### config.mk
export PLATFORM = sky130hd
export DESIGN_NAME = xgmiiTxFramer
export DESIGN_NICKNAME = d
export VERILOG_FILES = /design/src/rtl/xgmiiTxPkg.sv /design/src/rtl/xgmiiTxCtrl.sv /design/src/rtl/xgmiiTxDatapath.sv /design/src/rtl/xgmiiTxFramer.sv
export SDC_FILE = /design/constraint.sdc
export NUM_CORES = 1
export LEC_CHECK = 0
export ABC_CLOCK_PERIOD_IN_PS = 4900
export BUFFER_PORTS_ARGS = -buffer_cell sky130_fd_sc_hd__buf_4
export CAP_MARGIN = 10
export CORE_ASPECT_RATIO = 1.2
export CORE_MARGIN = 3
export CORE_UTILIZATION = 25
export DETAILED_ROUTE_END_ITERATION = 8
export GPL_TIMING_DRIVEN = 0
export RECOVER_POWER = 25
export SYNTH_ARGS = -nofsm -noshare
export SYNTH_HDL_FRONTEND = slang
export SYNTH_SLANG_ARGS = --single-unit
### constraint.sdc
create_clock -name clk -period 4.9 [get_ports clk]
set_input_delay 0.735 -clock clk [delete_from_list [all_inputs] [get_ports clk]]
set_output_delay 0.735 -clock clk [all_outputs]
set_load 0.02 [all_outputs]
### src/rtl/xgmiiTxPkg.sv
package xgmiiTxPkg;
  localparam int LANES      = 4;
  localparam int OCT_W      = 8;
  localparam int COL_W      = LANES * OCT_W;
  localparam int LANE_IDX_W = $clog2(LANES);

  localparam logic [OCT_W-1:0] CH_IDLE  = 8'h07;
  localparam logic [OCT_W-1:0] CH_START = 8'hFB;
  localparam logic [OCT_W-1:0] CH_TERM  = 8'hFD;
  localparam logic [OCT_W-1:0] CH_ERR   = 8'hFE;
  localparam logic [OCT_W-1:0] CH_SEQ   = 8'h9C;
  localparam logic [OCT_W-1:0] RF_CODE  = 8'h02;

  typedef enum logic [1:0] {
    LINK_OK     = 2'b00,
    LINK_LOCAL  = 2'b01,
    LINK_REMOTE = 2'b10
  } linkSt_e;

  typedef enum logic [2:0] {
    COL_IDLE,
    COL_FAULT,
    COL_START,
    COL_DATA,
    COL_TERM,
    COL_UNDER
  } colKind_e;

  typedef struct packed {
    colKind_e                kind;
    logic [LANES-1:0]        dataLanes;
    logic [LANES-1:0]        errLanes;
    logic                    termHere;
    logic [LANE_IDX_W-1:0]   termLane;
  } colCmd_t;
endpackage

### src/rtl/xgmiiTxCtrl.sv
module xgmiiTxCtrl
  import xgmiiTxPkg::*;
(
  input  logic             clk,
  input  logic             rstN,
  input  logic             macValid,
  input  logic             macStart,
  input  logic             macEnd,
  input  logic [LANES-1:0] macKeep,
  input  logic [LANES-1:0] macErr,
  input  logic [1:0]       faultStatus,
  output colCmd_t          cmd
);
  localparam logic [LANE_IDX_W:0] FULL_CNT = (LANE_IDX_W+1)'(LANES);

  logic    frameOpen, dropOpen, termPend;
  logic    frameOpenN, dropOpenN, termPendN;
  linkSt_e linkReg, linkIn, linkNow;
  logic    quiet;
  logic [LANE_IDX_W:0] keepCnt;

  always_comb begin
    unique case (faultStatus)
      2'b01:   linkIn = LINK_LOCAL;
      2'b10:   linkIn = LINK_REMOTE;
      default: linkIn = LINK_OK;
    endcase
  end

  // status may only move between frames
  assign quiet   = !frameOpen && !dropOpen && !termPend;
  assign linkNow = quiet ? linkIn : linkReg;

  always_comb begin
    keepCnt = '0;
    for (int i = 0; i < LANES; i++)
      keepCnt = keepCnt + (LANE_IDX_W+1)'(macKeep[i]);
  end

  always_comb begin
    cmd.kind      = (linkNow == LINK_LOCAL) ? COL_FAULT : COL_IDLE;
    cmd.dataLanes = '0;
    cmd.errLanes  = '0;
    cmd.termHere  = 1'b0;
    cmd.termLane  = '0;
    frameOpenN    = frameOpen;
    dropOpenN     = dropOpen;
    termPendN     = 1'b0;
    if (termPend) begin
      cmd.kind     = COL_TERM;
      cmd.termHere = 1'b1;
    end else if (frameOpen) begin
      if (!macValid) begin
        cmd.kind = COL_UNDER;
      end else begin
        cmd.kind = COL_DATA;
        if (macEnd) begin
          cmd.dataLanes = macKeep;
          frameOpenN    = 1'b0;
          if (keepCnt == FULL_CNT) begin
            termPendN = 1'b1;
          end else begin
            cmd.termHere = 1'b1;
            cmd.termLane = keepCnt[LANE_IDX_W-1:0];
          end
        end else begin
          cmd.dataLanes = '1;
        end
        cmd.errLanes = macErr & cmd.dataLanes;
      end
    end else if (dropOpen) begin
      if (macValid && macEnd) dropOpenN = 1'b0;
    end else if (macValid && macStart) begin
      if (linkNow == LINK_OK) begin
        cmd.kind      = COL_START;
        cmd.dataLanes = '1;
        cmd.errLanes  = macErr;
        frameOpenN    = 1'b1;
      end else begin
        dropOpenN = 1'b1;
      end
    end
  end

  always_ff @(posedge clk) begin
    if (!rstN) begin
      frameOpen <= 1'b0;
      dropOpen  <= 1'b0;
      termPend  <= 1'b0;
      linkReg   <= LINK_OK;
    end else begin
      frameOpen <= frameOpenN;
      dropOpen  <= dropOpenN;
      termPend  <= termPendN;
      linkReg   <= linkNow;
    end
  end

  // adopted status is frozen while a frame or its Terminate is in flight
  a_r8_status_frozen: assert property (@(posedge clk) disable iff (!rstN)
    (frameOpen || dropOpen || termPend) |=> linkReg == $past(linkReg));

  // a deferred Terminate occupies exactly one column
  a_r4_single_pending: assert property (@(posedge clk) disable iff (!rstN)
    termPend |=> !termPend);
endmodule

### src/rtl/xgmiiTxDatapath.sv
module xgmiiTxDatapath
  import xgmiiTxPkg::*;
(
  input  logic             clk,
  input  logic             rstN,
  input  colCmd_t          cmd,
  input  logic [COL_W-1:0] macData,
  output logic [COL_W-1:0] txData,
  output logic [LANES-1:0] txCtrl
);
  logic [COL_W-1:0] nextData;
  logic [LANES-1:0] nextCtrl;
  logic [LANES-1:0] termHit, startHit;

  for (genvar i = 0; i < LANES; i++) begin : g_lane
    logic [OCT_W-1:0] oct;
    logic             ctl;
    logic [OCT_W-1:0] inOct;
    assign inOct = macData[i*OCT_W +: OCT_W];

    always_comb begin
      oct = CH_IDLE;
      ctl = 1'b1;
      unique case (cmd.kind)
        COL_FAULT: begin
          if (i == 0) begin
            oct = CH_SEQ;
            ctl = 1'b1;
          end else begin
            oct = (i == LANES-1) ? RF_CODE : '0;
            ctl = 1'b0;
          end
        end
        COL_START: begin
          oct = (i == 0) ? CH_START : inOct;
          ctl = (i == 0);
        end
        COL_DATA, COL_TERM: begin
          if (cmd.dataLanes[i]) begin
            oct = inOct;
            ctl = 1'b0;
          end else if (cmd.termHere && cmd.termLane == LANE_IDX_W'(i)) begin
            oct = CH_TERM;
          end
        end
        COL_UNDER: oct = CH_ERR;
        default: oct = CH_IDLE;
      endcase
      if (cmd.errLanes[i]) begin
        oct = CH_ERR;
        ctl = 1'b1;
      end
    end

    assign nextData[i*OCT_W +: OCT_W] = oct;
    assign nextCtrl[i] = ctl;
    assign termHit[i]  = txCtrl[i] && (txData[i*OCT_W +: OCT_W] == CH_TERM);
    assign startHit[i] = txCtrl[i] && (txData[i*OCT_W +: OCT_W] == CH_START);

    // a requested Error lands on its own lane one clock later
    a_r5_err_lane: assert property (@(posedge clk) disable iff (!rstN)
      cmd.errLanes[i] |=> txCtrl[i] && txData[i*OCT_W +: OCT_W] == CH_ERR);
  end

  always_ff @(posedge clk) begin
    if (!rstN) begin
      txData <= {LANES{CH_IDLE}};
      txCtrl <= '1;
    end else begin
      txData <= nextData;
      txCtrl <= nextCtrl;
    end
  end

  // at most one Terminate per column
  a_r4_one_term: assert property (@(posedge clk) disable iff (!rstN)
    $countones(termHit) <= 1);

  // Start never leaves lane 0
  a_r2_start_lane0: assert property (@(posedge clk) disable iff (!rstN)
    startHit[LANES-1:1] == '0);

  // a Sequence on lane 0 is always a full Remote Fault column
  a_r6_fault_column: assert property (@(posedge clk) disable iff (!rstN)
    (txCtrl[0] && txData[OCT_W-1:0] == CH_SEQ) |->
      (txCtrl == 4'b0001 && txData[COL_W-1:OCT_W] == 24'h020000));
endmodule

### src/rtl/xgmiiTxFramer.sv
module xgmiiTxFramer
  import xgmiiTxPkg::*;
(
  input  logic             clk,
  input  logic             rstN,
  input  logic             macValid,
  input  logic             macStart,
  input  logic             macEnd,
  input  logic [LANES-1:0] macKeep,
  input  logic [LANES-1:0] macErr,
  input  logic [COL_W-1:0] macData,
  input  logic [1:0]       faultStatus,
  output logic [COL_W-1:0] txData,
  output logic [LANES-1:0] txCtrl
);
  colCmd_t cmd;

  xgmiiTxCtrl u_ctrl (
    .clk         (clk),
    .rstN        (rstN),
    .macValid    (macValid),
    .macStart    (macStart),
    .macEnd      (macEnd),
    .macKeep     (macKeep),
    .macErr      (macErr),
    .faultStatus (faultStatus),
    .cmd         (cmd)
  );

  xgmiiTxDatapath u_dp (
    .clk     (clk),
    .rstN    (rstN),
    .cmd     (cmd),
    .macData (macData),
    .txData  (txData),
    .txCtrl  (txCtrl)
  );
endmodule

# Yosys cells after proc, flatten, opt, wreduce, memory -nomap -nowiden
# Index checks and enable logic that the tools add are counted.
# op_classes
addsub	3
eq_ne	12
n_mux	54
bitwise_logic	7
n_reduce_logical	22
# op_table
operator	count
8-bit case mux with 4 select lines	4
8-bit two-way mux	13
11-bit two-way mux	5
1-bit two-way mux	17
4-bit two-way mux	4
3-bit two-way mux	5
2-bit OR reduction	6
3-bit == test, second input constant	3
1-bit logical AND	8
3-bit by 1-bit adder with 3-bit output	2
2-bit by 1-bit == test with 1-bit output, second input constant	3
2-bit == test, second input constant	3
3-bit by 2-bit == test with 1-bit output, second input constant	2
1-bit inverter	6
1-bit case mux with 2 select lines	3
5-bit OR reduction	1
4-bit AND	1
2-bit zero test	2
2-bit two-way mux	2
2-bit case mux with 2 select lines	1
3-bit by 1-bit == test with 1-bit output, second input constant	1
1-bit zero test	3
3-bit OR reduction	1
1-bit by 1-bit adder with 2-bit output	1
2-bit AND reduction	1
# totals
reg_bits	41
output_inout_bits	36

# Longest topological paths before layout
# depth
word_depth	15
ltp_mapped	10

# Hierarchy
# From an unflattened synthesis, not the netlist that was laid out.
# unflattened
cells_unflattened	271
area_unflattened_um2	2202.1
# by_module_without_submodules
module	instances	cells_per_inst	area_each_um2	seq_area_each_um2
xgmiiTxDatapath	1	205	1664.1	720.7
xgmiiTxCtrl	1	66	538.0	100.1

# Least setup slack after synthesis
# Ideal clock, no wire load.
# synth_timing
path_kind	input-to-reg
startpoint	input port macKeep[0]
endpoint	register u_dp.txData[19]
arrival_time_ns	2.714
slack_ns	2.127
stages	10
path_cell_list	ha_1 inv_1 fa_1 inv_1 ha_1 nand2_1 or4_4 a21oi_4 o21a_4 o31a_1
# synth_between
elab_chain_len	15
elab_cells_between_ends	16
classes_between	3 x add/sub; 2 x eq/ne; 10 x mux; 1 x reduce/logical
# synth_lines
item	line	text
start: declaration	xgmiiTxFramer.sv:9	input logic [LANES-1:0] macKeep,
1-bit by 1-bit adder with 2-bit output (*)	xgmiiTxCtrl.sv:37	keepCnt = keepCnt + (LANE_IDX_W+1)'(macKeep[i]);
3-bit by 1-bit adder with 3-bit output (*) (2 in a row)	xgmiiTxCtrl.sv:37	
3-bit == test	xgmiiTxCtrl.sv:60	if (keepCnt == FULL_CNT) begin
3-bit two-way mux (*)	xgmiiTxCtrl.sv:60	
3-bit two-way mux (*)	xgmiiTxCtrl.sv:57	if (macEnd) begin
11-bit two-way mux (*)	xgmiiTxCtrl.sv:53	if (!macValid) begin
3-bit two-way mux (*)	xgmiiTxCtrl.sv:52	end else if (frameOpen) begin
2-bit two-way mux	xgmiiTxCtrl.sv:49	if (termPend) begin
2-bit == test	xgmiiTxDatapath.sv:42	end else if (cmd.termHere && cmd.termLane == LANE_IDX_W'(i)) begin
1-bit logical AND (*)	xgmiiTxDatapath.sv:42	
8-bit two-way mux (*)	xgmiiTxDatapath.sv:42	
8-bit two-way mux (*)	xgmiiTxDatapath.sv:39	if (cmd.dataLanes[i]) begin
8-bit case mux with 4 select lines (*)	xgmiiTxDatapath.sv:24	unique case (cmd.kind)
8-bit two-way mux (*)	xgmiiTxDatapath.sv:49	if (cmd.errLanes[i]) begin
end signal: assignment	xgmiiTxDatapath.sv:67	txData <= {LANES{CH_IDLE}};
end signal: assignment	xgmiiTxDatapath.sv:70	txData <= nextData;
end: declaration	xgmiiTxDatapath.sv:8	output logic [COL_W-1:0] txData,
# Every way passes the cells marked *; elsewhere a longest branch is shown, timed or not.
# A chain may end at the register's enable or synchronous reset.

# Worst setup path in the final report
# layout_timing
startpoint	input port macKeep[0]
endpoint	register u_dp.txData[21]
# Same word-level chain as after synthesis.

==> impl_metrics.ini <==
[timing]
slew-limit-headroom_pct = 47.9
fin_worst_skew_ns = 0.00383
drv_slew = 0
period_needed_ns = 2.83
setup-violations-final = 0
period_share_pct = 57.7
hold_viol_final = 0
tightest_slew_ns = 0.762
fin_tns_setup_ns = 0
max_freq_mhz = 354
fin_ws_ns = 2.07
rsz0062_at_grt = no

[synthesis]
synth_area_mm2 = 0.00210
yosysTopAreaCellShare_pct = 39.0
ys_ff_latch = 41
synth_cells = 243
yosys-top-cells-count = dfxtp_1 (41), nor2_1 (37), o21ai_0 (18)
synth_enable_flop_cells = 0
synth_area_leaders = dfxtp_1 (39%), nor2_1 (6.6%), o21ai_0 (4.3%)
ys_seq_area_share_pct = 39.0
synthFlopType = dfxtp_1
async_reset_ff_share_pct = 0
synth.avg_cell_area_um2 = 8.66
yosysMostFrequentCell = dfxtp_1
yosys.area.top_type = dfxtp_1
yosysUniqueCellTypes = 60
synth_nets = 294
ys_warn_count = 0

[floorplanning]
io_pins = 83
chipHeight_um = 107
row_count = 36
core_area_mm2 = 0.00815
initial_core_util_pct = 25.8
dieArea_mm2 = 0.00956
fp.dieW_um = 89.8

[finish]
final_util_pct = 35.6
layout.nets = 382
multi_input_area_mm2 = 0.00121
seq_area_um2 = 821
diodes = 0
drive_gt1_share_pct = 26.5
finalInstanceArea_mm2 = 0.00290
syn2layout_area_growth_pct = 38.0
fill_cells = 866

[worst_setup_path]
crit_slowest_cell = or4_4
cp_data_arrival_time_ns = 3.07
worstSetupStartpointType = input port
required_ns = 5.14
r2r_slack_ns = 2.78
cpPeakStageDelay_ns = 0.54
critPathCaptureType = flop
path_cells = buf_4 > ha_1 > inv_1 > fa_1 > inv_1 > ha_1 > nand2_1 > or4_4 > a21oi_4 > o21a_4 > o31a_1
worstSetupPathType = input port to flop
crit_fanout = 6

[pwr]
clockPowerShare_pct = 32.7
p_sw_share_pct = 28.7
peakVddDrop_mv = 0.169
switching_power_w = 0.000245
power_frac_comb_pct = 24.5
leakagePower_nw = 1.21
p_int_w = 0.000609
power_density_mw_per_mm2 = 294
seq_power_share_pct = 42.8

[global_routing]
grt_overflow = 0
grt_first_pass_wirelength_um = 10900
grt_use_total_pct = 14.1
grt_antenna_before_repair = 0
grt_pass1_vias = 2105
grt_max_degree = 13

[outcome]
run_status = finished, final reports clean

[clock_tree]
insertion_delay_ns = 0.29
cts_hold_buf = 0
cts.clk_slew.worst_paths_ns = 0.08
cts_inserted_buffers = 5
cts_max_path_buffers = 2
root_buffer = clkbuf_8
cts.sink_count = 41
postCtsSetupRepairBufs = 0
post_cts_resized = 0
cts_tree = done
htree_levels = 2

[routing]
wl_um = 6630
vias = 2153
dr.pass1.iters = 4
via_per_inst = 4.83
ant_nets = 0
first_iter_violations = 142
drc = 0
wire_per_inst_um = 14.9

[placement]
dpl_cell_area_mm2 = 0.00286
dp_hpwl_um = 5280
dp_slack_ns = 1.75
portBuffers = 81
gp_congestion = 0.910

[worst_hold_path]
hp-class = flop to flop

[flow_run]
cap_violations = 0
## critical path, delay by kind of cell
family                     cells  cell delay [ns]
AOI/OAI and AO/OA              3             0.60
adders and majority gates      3             0.80
buffers and inverters          3             0.26
and+or+nand+nor                2             0.67
## power groups by stage
stage | clock, W | combinational (W) | sequential [W]
6_report | 0.000279 | 0.000209 | 0.000366
5_1_grt | 0.000298 | 0.000230 | 0.000368
4_1_cts | 0.000288 | 0.000219 | 0.000366
3_5_place_dp | 0 | 0.000219 | 0.000374
3_3_place_gp | 0 | 0.000218 | 0.000374
2_1_floorplan | 0 | 0.0000918 | 0.000403
## cell type report
cell class / instances / area share [%]
clock buffer: 7 / 2.97
inverter: 6 / 0.776
sequential: 41 / 28.3
buffer: 11 / 1.85
timing repair buffer: 81 / 18.6
clock inverter: 1 / 1.03
multi-input combinational: 185 / 41.6
tap: 114 / 4.91
## metal layers
metal	up-vias	global-route usage (%)	routed length [µm]
met1	981	17.8	2930
met5	-	0	0
met3	14	3.40	412
met4	0	5.70	185
li1	1068	-	-
met2	90	23.0	3110
## flip-flops by register name, summed over array words and instances, names as in the netlist
signal	flops
u_ctrl.dropOpen	1
u_ctrl.frameOpen	1
u_ctrl.linkReg	2
u_ctrl.termPend	1
u_dp.txCtrl	4
u_dp.txData	32
## logic make-up after synthesis
kind of cell | after synthesis | synth area share, %
AOI/OAI and AO/OA | 81 | 29.5
xor gates and xnor gates | 2 | 1.19
adders and majority gates | 4 | 2.74
buffers and inverters | 17 | 3.63
DFF | 41 | 39.0
muxes | 1 | 0.476
and+or+nand+nor | 97 | 23.4
## stage by stage
stage,std cells,total power (W),hold slack (ns)
6_report,446,0.000854,0.551
5_1_grt,446,0.000896,0.580
4_1_cts,446,0.000874,0.558
3_5_place_dp,438,0.000593,0.545
3_3_place_gp,438,0.000592,0.532
2_1_floorplan,243,0.000495,0.510
## placed cells by master, fill, tap and decap left out, types with 7 or more instances in the layout
cell      count
o21ai_0      18
a21oi_1      14
clkbuf_1     23
nor2_1       37
nand3_1       7
dfxtp_1      41
nand2_1      13
buf_4        63
nor3_1        8
## worst paths after layout
kind,start,end,cells past startpoint
min,u_ctrl.linkReg[0]$_SDFF_PN0_,u_ctrl.linkReg[0]$_SDFF_PN0_,2
min reg2reg,u_ctrl.linkReg[0]$_SDFF_PN0_,u_ctrl.linkReg[0]$_SDFF_PN0_,2
max reg2reg,u_ctrl.frameOpen$_SDFFE_PN0N_,u_dp.txData[0]$_SDFF_PN1_,6
max,macKeep[0],u_dp.txData[21]$_SDFF_PN0_,11
(Power assumes the default switching activity.)
